$ cat src/rtl/lsm_pkg.sv
package lsm_pkg;
    localparam int unsigned NSRC      = 4;
    localparam int unsigned SRC_LOST  = 0;
    localparam int unsigned SRC_ACT   = 1;
    localparam int unsigned SRC_DEACT = 2;
    localparam int unsigned SRC_SYNC  = 3;

    typedef logic [NSRC-1:0] src_vec_t;
endpackage

$ cat src/rtl/lsm_clk_watch.sv
module lsm_clk_watch #(
    parameter int unsigned LIMIT = 70
) (
    input  logic clk,
    input  logic rst_n,
    input  logic tx_clk,
    output logic lost
);
    localparam int unsigned CW = $clog2(LIMIT + 2);
    localparam logic [CW-1:0] LIM_V = CW'(LIMIT);
    localparam logic [CW-1:0] CMAX  = CW'(LIMIT + 1);

    typedef struct packed {
        logic [2:0]    sync;
        logic [CW-1:0] cnt;
        logic          lost;
    } st_t;

    st_t s_d, s_q;
    logic seen_edge;

    always_comb begin
        s_d       = s_q;
        s_d.sync  = {s_q.sync[1:0], tx_clk};
        seen_edge = s_q.sync[2] ^ s_q.sync[1];
        if (seen_edge) begin
            s_d.cnt = '0;
        end else if (s_q.cnt != CMAX) begin
            s_d.cnt = s_q.cnt + 1'b1;
        end
        s_d.lost = (s_d.cnt > LIM_V);
    end

    always_ff @(posedge clk) begin
        if (!rst_n) s_q <= '0;
        else        s_q <= s_d;
    end

    assign lost = s_q.lost;
endmodule

$ cat src/rtl/lsm_code_qual.sv
module lsm_code_qual #(
    parameter int unsigned SHORT_T = 40,
    parameter int unsigned LONG_T  = 5100
) (
    input  logic clk,
    input  logic rst_n,
    input  logic code_in,
    input  logic tick,
    input  logic long_sel,
    output logic qual
);
    localparam int unsigned TW = $clog2(LONG_T + 1);
    localparam logic [TW-1:0] SHORT_V = TW'(SHORT_T);
    localparam logic [TW-1:0] LONG_V  = TW'(LONG_T);

    typedef struct packed {
        logic [TW-1:0] cnt;
        logic          qual;
    } st_t;

    st_t s_d, s_q;
    logic [TW-1:0] lim;

    always_comb begin
        s_d = s_q;
        lim = long_sel ? LONG_V : SHORT_V;
        if (!code_in) begin
            s_d.cnt = '0;
        end else if (tick && (s_q.cnt < lim)) begin
            s_d.cnt = s_q.cnt + 1'b1;
        end
        s_d.qual = code_in && (s_d.cnt >= lim);
    end

    always_ff @(posedge clk) begin
        if (!rst_n) s_q <= '0;
        else        s_q <= s_d;
    end

    assign qual = s_q.qual;
endmodule

$ cat src/rtl/lsm_irq_ctrl.sv
module lsm_irq_ctrl
    import lsm_pkg::*;
(
    input  logic     clk,
    input  logic     rst_n,
    input  src_vec_t stat,
    input  src_vec_t mask,
    input  src_vec_t any_edge,
    input  src_vec_t clr,
    output src_vec_t pend,
    output logic     irq
);
    typedef struct packed {
        src_vec_t prev;
        src_vec_t pend;
    } st_t;

    st_t s_d, s_q;
    src_vec_t ev;

    always_comb begin
        s_d = s_q;
        for (int i = 0; i < int'(NSRC); i++) begin
            if (any_edge[i]) ev[i] = stat[i] ^ s_q.prev[i];
            else             ev[i] = stat[i] & ~s_q.prev[i];
        end
        s_d.pend = (s_q.pend & ~clr) | (ev & ~mask);
        s_d.prev = stat;
    end

    always_ff @(posedge clk) begin
        if (!rst_n) s_q <= '0;
        else        s_q <= s_d;
    end

    assign pend = s_q.pend;
    assign irq  = |s_q.pend;
endmodule

$ cat src/rtl/line_stat_mon.sv
module line_stat_mon
    import lsm_pkg::*;
#(
    parameter int unsigned LOSS_LIMIT = 70,
    parameter int unsigned QUAL_SHORT = 40,
    parameter int unsigned QUAL_LONG  = 5100,
    parameter int unsigned AW         = 8,
    parameter int unsigned DW         = 8,
    parameter logic [AW-1:0] STAT_ADDR = 8'h17,
    parameter logic [AW-1:0] PEND_ADDR = 8'h18
) (
    input  logic            clk,
    input  logic            rst_n,
    input  logic            tx_clk,
    input  logic            lb_act_code,
    input  logic            lb_deact_code,
    input  logic            prbs_sync_in,
    input  logic            ms_tick,
    input  logic            long_qual_sel,
    input  logic [NSRC-1:0] irq_mask,
    input  logic [NSRC-1:0] irq_any_edge,
    input  logic            wr_en,
    input  logic [AW-1:0]   wr_addr,
    input  logic [NSRC-1:0] wr_data,
    input  logic [AW-1:0]   rd_addr,
    output logic [DW-1:0]   rd_data,
    output logic            remote_lb_en,
    output logic            irq
);
    localparam int unsigned NCODE = 2;

    typedef struct packed {
        logic sync;
        logic act_prev;
        logic deact_prev;
        logic lb;
    } top_st_t;

    top_st_t  t_d, t_q;
    src_vec_t stat_w;
    src_vec_t pend_w;
    src_vec_t clr_w;
    logic     lost_w;
    logic [NCODE-1:0] code_w;
    logic [NCODE-1:0] qual_w;

    lsm_clk_watch #(.LIMIT(LOSS_LIMIT)) u_watch (
        .clk    (clk),
        .rst_n  (rst_n),
        .tx_clk (tx_clk),
        .lost   (lost_w)
    );

    assign code_w = {lb_deact_code, lb_act_code};

    for (genvar g = 0; g < int'(NCODE); g++) begin : g_qual
        lsm_code_qual #(
            .SHORT_T (QUAL_SHORT),
            .LONG_T  (QUAL_LONG)
        ) u_qual (
            .clk      (clk),
            .rst_n    (rst_n),
            .code_in  (code_w[g]),
            .tick     (ms_tick),
            .long_sel (long_qual_sel),
            .qual     (qual_w[g])
        );
    end

    always_comb begin
        stat_w            = '0;
        stat_w[SRC_LOST]  = lost_w;
        stat_w[SRC_ACT]   = qual_w[0];
        stat_w[SRC_DEACT] = qual_w[1];
        stat_w[SRC_SYNC]  = t_q.sync;
    end

    assign clr_w = (wr_en && (wr_addr == PEND_ADDR)) ? wr_data : '0;

    lsm_irq_ctrl u_irq (
        .clk      (clk),
        .rst_n    (rst_n),
        .stat     (stat_w),
        .mask     (irq_mask),
        .any_edge (irq_any_edge),
        .clr      (clr_w),
        .pend     (pend_w),
        .irq      (irq)
    );

    always_comb begin
        t_d            = t_q;
        t_d.sync       = prbs_sync_in;
        t_d.act_prev   = stat_w[SRC_ACT];
        t_d.deact_prev = stat_w[SRC_DEACT];
        if (stat_w[SRC_DEACT] && !t_q.deact_prev) begin
            t_d.lb = 1'b0;
        end else if (stat_w[SRC_ACT] && !t_q.act_prev) begin
            t_d.lb = 1'b1;
        end
    end

    always_ff @(posedge clk) begin
        if (!rst_n) t_q <= '0;
        else        t_q <= t_d;
    end

    assign remote_lb_en = t_q.lb;

    always_comb begin
        rd_data = '0;
        if (rd_addr == STAT_ADDR)      rd_data[NSRC-1:0] = stat_w;
        else if (rd_addr == PEND_ADDR) rd_data[NSRC-1:0] = pend_w;
    end
endmodule

$ cat config.mk
export PLATFORM = sky130hd
export DESIGN_NAME = line_stat_mon
export DESIGN_NICKNAME = d
export VERILOG_FILES = /design/src/rtl/lsm_pkg.sv /design/src/rtl/lsm_clk_watch.sv /design/src/rtl/lsm_code_qual.sv /design/src/rtl/lsm_irq_ctrl.sv /design/src/rtl/line_stat_mon.sv
export SDC_FILE = /design/constraint.sdc
export NUM_CORES = 1
export LEC_CHECK = 0
export ABC_CLOCK_PERIOD_IN_PS = 4900
export BUFFER_PORTS_ARGS = -buffer_cell sky130_fd_sc_hd__buf_2
export CAP_MARGIN = 10
export CORE_ASPECT_RATIO = 0.5
export CORE_MARGIN = 8
export CORE_UTILIZATION = 57
export DETAILED_ROUTE_END_ITERATION = 10
export PLACE_DENSITY_LB_ADDON = 0.3
export SLEW_MARGIN = 15
export SYNTH_ARGS = -nofsm -noshare
export SYNTH_HDL_FRONTEND = slang
export SYNTH_SLANG_ARGS = --single-unit
export TNS_END_PERCENT = 5
$ cat constraint.sdc
create_clock -name clk -period 4.9 [get_ports clk]
set_input_delay 0.98 -clock clk [delete_from_list [all_inputs] [get_ports clk]]
set_output_delay 0.98 -clock clk [all_outputs]
set_load 0.01 [all_outputs]
==> run_results.csv <==
group,metric,value,unit
run_status,status,"finished clean",
detailed_routing,route.detailed.drc,0,
flow_run,cap_violations,0,
logic_synthesis,async_flop_share,0,
sta,setup_tns,0,ns
logic_synthesis,synth-seq-cells,49,
sta,finalCritPeriodShare,0.904,
clock_network,cts_buffers,5,
critical_path,slowest_delay,0.38,ns
floorplanning,die_area,8080,µm²
sta,fin_crit,4.43,ns
placed_design,hpwlAfterDp,5.47,mm
floorplanning,io_pins,47,
clock_network,cts_tree,"built",
clock_network,clk_pin_slew,0.10,ns
sta,rsz0062_at_grt,"no",
layout,area_growth,11.3,%
clock_network,root_buffer,"clkbuf_8",
placed_design,preCtsSetupSlack,0.330,ns
detailed_routing,dr.pass1.iters,4,
sta,tightestPinTransition,0.645,ns
floorplanning,die_w,119,µm
critical_path,start_kind,"input port",
critical_path,cp.required,5.14,ns
grt,first_global_vias,2635,
layout,final_cell_mix,"dfxtp_1 (49), buf_2 (42), nor2_1 (41)",
logic_synthesis,synthCells,357,
critical_path,slowest_stage,"nor3_1",
sta,finalSetupViolCount,0,
detailed_routing,viasPerCell,5.68,
clock_network,insertion_delay,0.32,ns
placed_design,routabilityCongestion,0.891,
power,peakVddDrop,0.134,mV
critical_path,cp_cell_sequence,"buf_2 -> inv_1 -> ha_1 -> o31a_1 -> nor3b_4 -> o2111ai_1 -> nor3_1 -> and4_1 -> xor2_1 -> and2_1 -> ha_1 -> and4_1 -> nand2b_1 -> nor4_1 -> o221ai_1 -> nand3_1 -> a31oi_1 -> o21ai_1",
grt,grt_pass1_wl,12.1,mm
layout,final_common_cell,"dfxtp_1",
placed_design,placed_cell_area,3290,µm²
sta,hold_violations,0,
layout,num_antenna_cells,0,
critical_path,worst_ep_arrival_time,4.67,ns
layout,final_net_count,465,
logic_synthesis,ys_types,59,
power,power,0.737,mW
floorplanning,die_h,67.7,µm
logic_synthesis,postSynthAreaPerCell,8.53,µm²
floorplanning,fp-row-count,18,
detailed_routing,wirelength,7.21,mm
power,power.density,217,nW/µm²
critical_path,worst-path-max-fanout,11,
floorplanning,coreArea,5040,µm²
clock_network,cts_setup_buffers,0,
detailed_routing,route.vias.total,2668,
grt,antenna_found_initial,0,
power,p_leak,1.39,nW
worst_hold_path,hp-class,"reg2reg",
logic_synthesis,netlist_area,3040,µm²
sta,skew,0.00937,ns
critical_path,critPathKind,"in2reg",
clock_network,h-tree-depth,2,
layout,drive_above_1_share,0.158,
logic_synthesis,synth-seq-area-share,0.322,
sta,relSlewSlack,0.566,
layout,finish.instance_area,3390,µm²
clock_network,cts_hold_buffers,0,
sta,layout_setup_ws,0.469,ns
placed_design,numPortBuffers,42,
sta,slew_violations,0,
logic_synthesis,yosys_warnings,0,
grt,grt_usage,0.183,
logic_synthesis,ys.flop_type,"dfxtp_1",
floorplanning,initial_core_util,0.603,
logic_synthesis,synth_edf_count,0,
layout,utilization,0.672,
grt,gr-total-overflow,0,
sta,fmax,226,MHz
detailed_routing,ant_nets,0,
clock_network,clock_sinks,49,
detailed_routing,drt_iter0_drc,163,
detailed_routing,drt-wirelength-per-cell,15.3,µm
critical_path,cp-end-kind,"flop",
clock_network,cts.repair.resized,0,
clock_network,clockBufferDepth,2,
grt,grt_max_degree,20,
## routing by layer
| layer | GRT usage | wire (µm) |
|---|---|---|
| met5 | 0 | 0 |
| met4 | 0.0817 | 114 |
| met3 | 0.0599 | 676 |
| met2 | 0.311 | 3240 |
| met1 | 0.213 | 3180 |
## power by group
part / internal (mW) / switching, mW / total [mW]
Clock: 0.104 / 0.152 / 0.256
Combinational: 0.0312 / 0.0394 / 0.0706
Sequential: 0.404 / 0.00536 / 0.410
## Yosys cell counts (3+ instances only)
library cell / count / area share
xnor2_1: 16 / 0.046
and2_1: 17 / 0.035
nand2_1: 30 / 0.037
a21oi_1: 14 / 0.023
ha_1: 29 / 0.12
mux2i_1: 3 / 0.0099
o21ai_1: 4 / 0.0066
a31oi_1: 4 / 0.0082
nand4_1: 6 / 0.012
nor4_1: 6 / 0.012
nor2_1: 41 / 0.051
inv_1: 12 / 0.015
nor2b_1: 7 / 0.014
xor2_1: 13 / 0.037
buf_4: 4 / 0.0099
nand3_1: 13 / 0.021
a211oi_1: 3 / 0.0074
nor3_1: 9 / 0.015
a22o_1: 4 / 0.012
and3_1: 8 / 0.016
clkbuf_1: 4 / 0.0049
o21ai_0: 4 / 0.0066
dfxtp_1: 49 / 0.32
nand3b_1: 3 / 0.0074
nand2b_1: 7 / 0.014
## state kept, by name, indices dropped and copies added, names as in the netlist
signal              count
g_qual.u_qual.s_q      26
u_irq.pend              4
u_watch.lost            1
u_watch.s_q             8
stat_w                  1
u_irq.s_q               4
g_qual.u_qual.qual      2
u_watch.s_d             2
remote_lb_en            1
## path summary, 6_finish.rpt
kind | startpoint | to | slack (ns) | cells after the start
worst min-delay path | u_watch.s_d[9] | u_watch.s_d[10] | 0.46 | 1
worst min register to register | u_watch.s_d[9] | u_watch.s_d[10] | 0.46 | 1
worst max-delay path | long_qual_sel | g_qual[1].u_qual.qual | 0.47 | 18
worst max register to register | g_qual[1].u_qual.s_q[10] | g_qual[1].u_qual.qual | 1.21 | 16
## critical path, delay by kind of cell
family          cells  cell delay [ns]
xor+xnor            1             0.07
simple gates        8             1.75
compound gates      5             0.80
buf+inv             2             0.44
fa+ha+maj           2             0.62
## kinds of logic (layout without fill, tap and decap cells)
family,count (synthesis),after routing,share of synthesized area
flip-flops,49,49,0.322
multiplexers,3,3,0.00986
AO/OA/AOI/OAI,55,55,0.131
other,1,4,0.00123
adder cells (fa/ha/maj),29,29,0.119
AND/OR/NAND/NOR,168,168,0.297
XOR/XNOR,29,29,0.0834
buffers and inverters,23,63,0.0366
## per-stage QoR
stage,cells,hold slack [ns]
5_1_grt,470,0.505
6_report,470,0.460
3_3_place_gp,462,0.420
2_1_floorplan,360,0.412
4_1_cts,470,0.469
3_5_place_dp,462,0.445
## cell type report
class	count	area (µm²)
clock buffers	5	68.8
inverters	12	45.0
well taps	70	87.6
repair buffers	43	218
flip-flops and latches	49	981
multi-input cells	288	1960
clock inverters	3	25.0
fillers	393	1660
No activity file was read; power rests on OpenSTA's default activity.
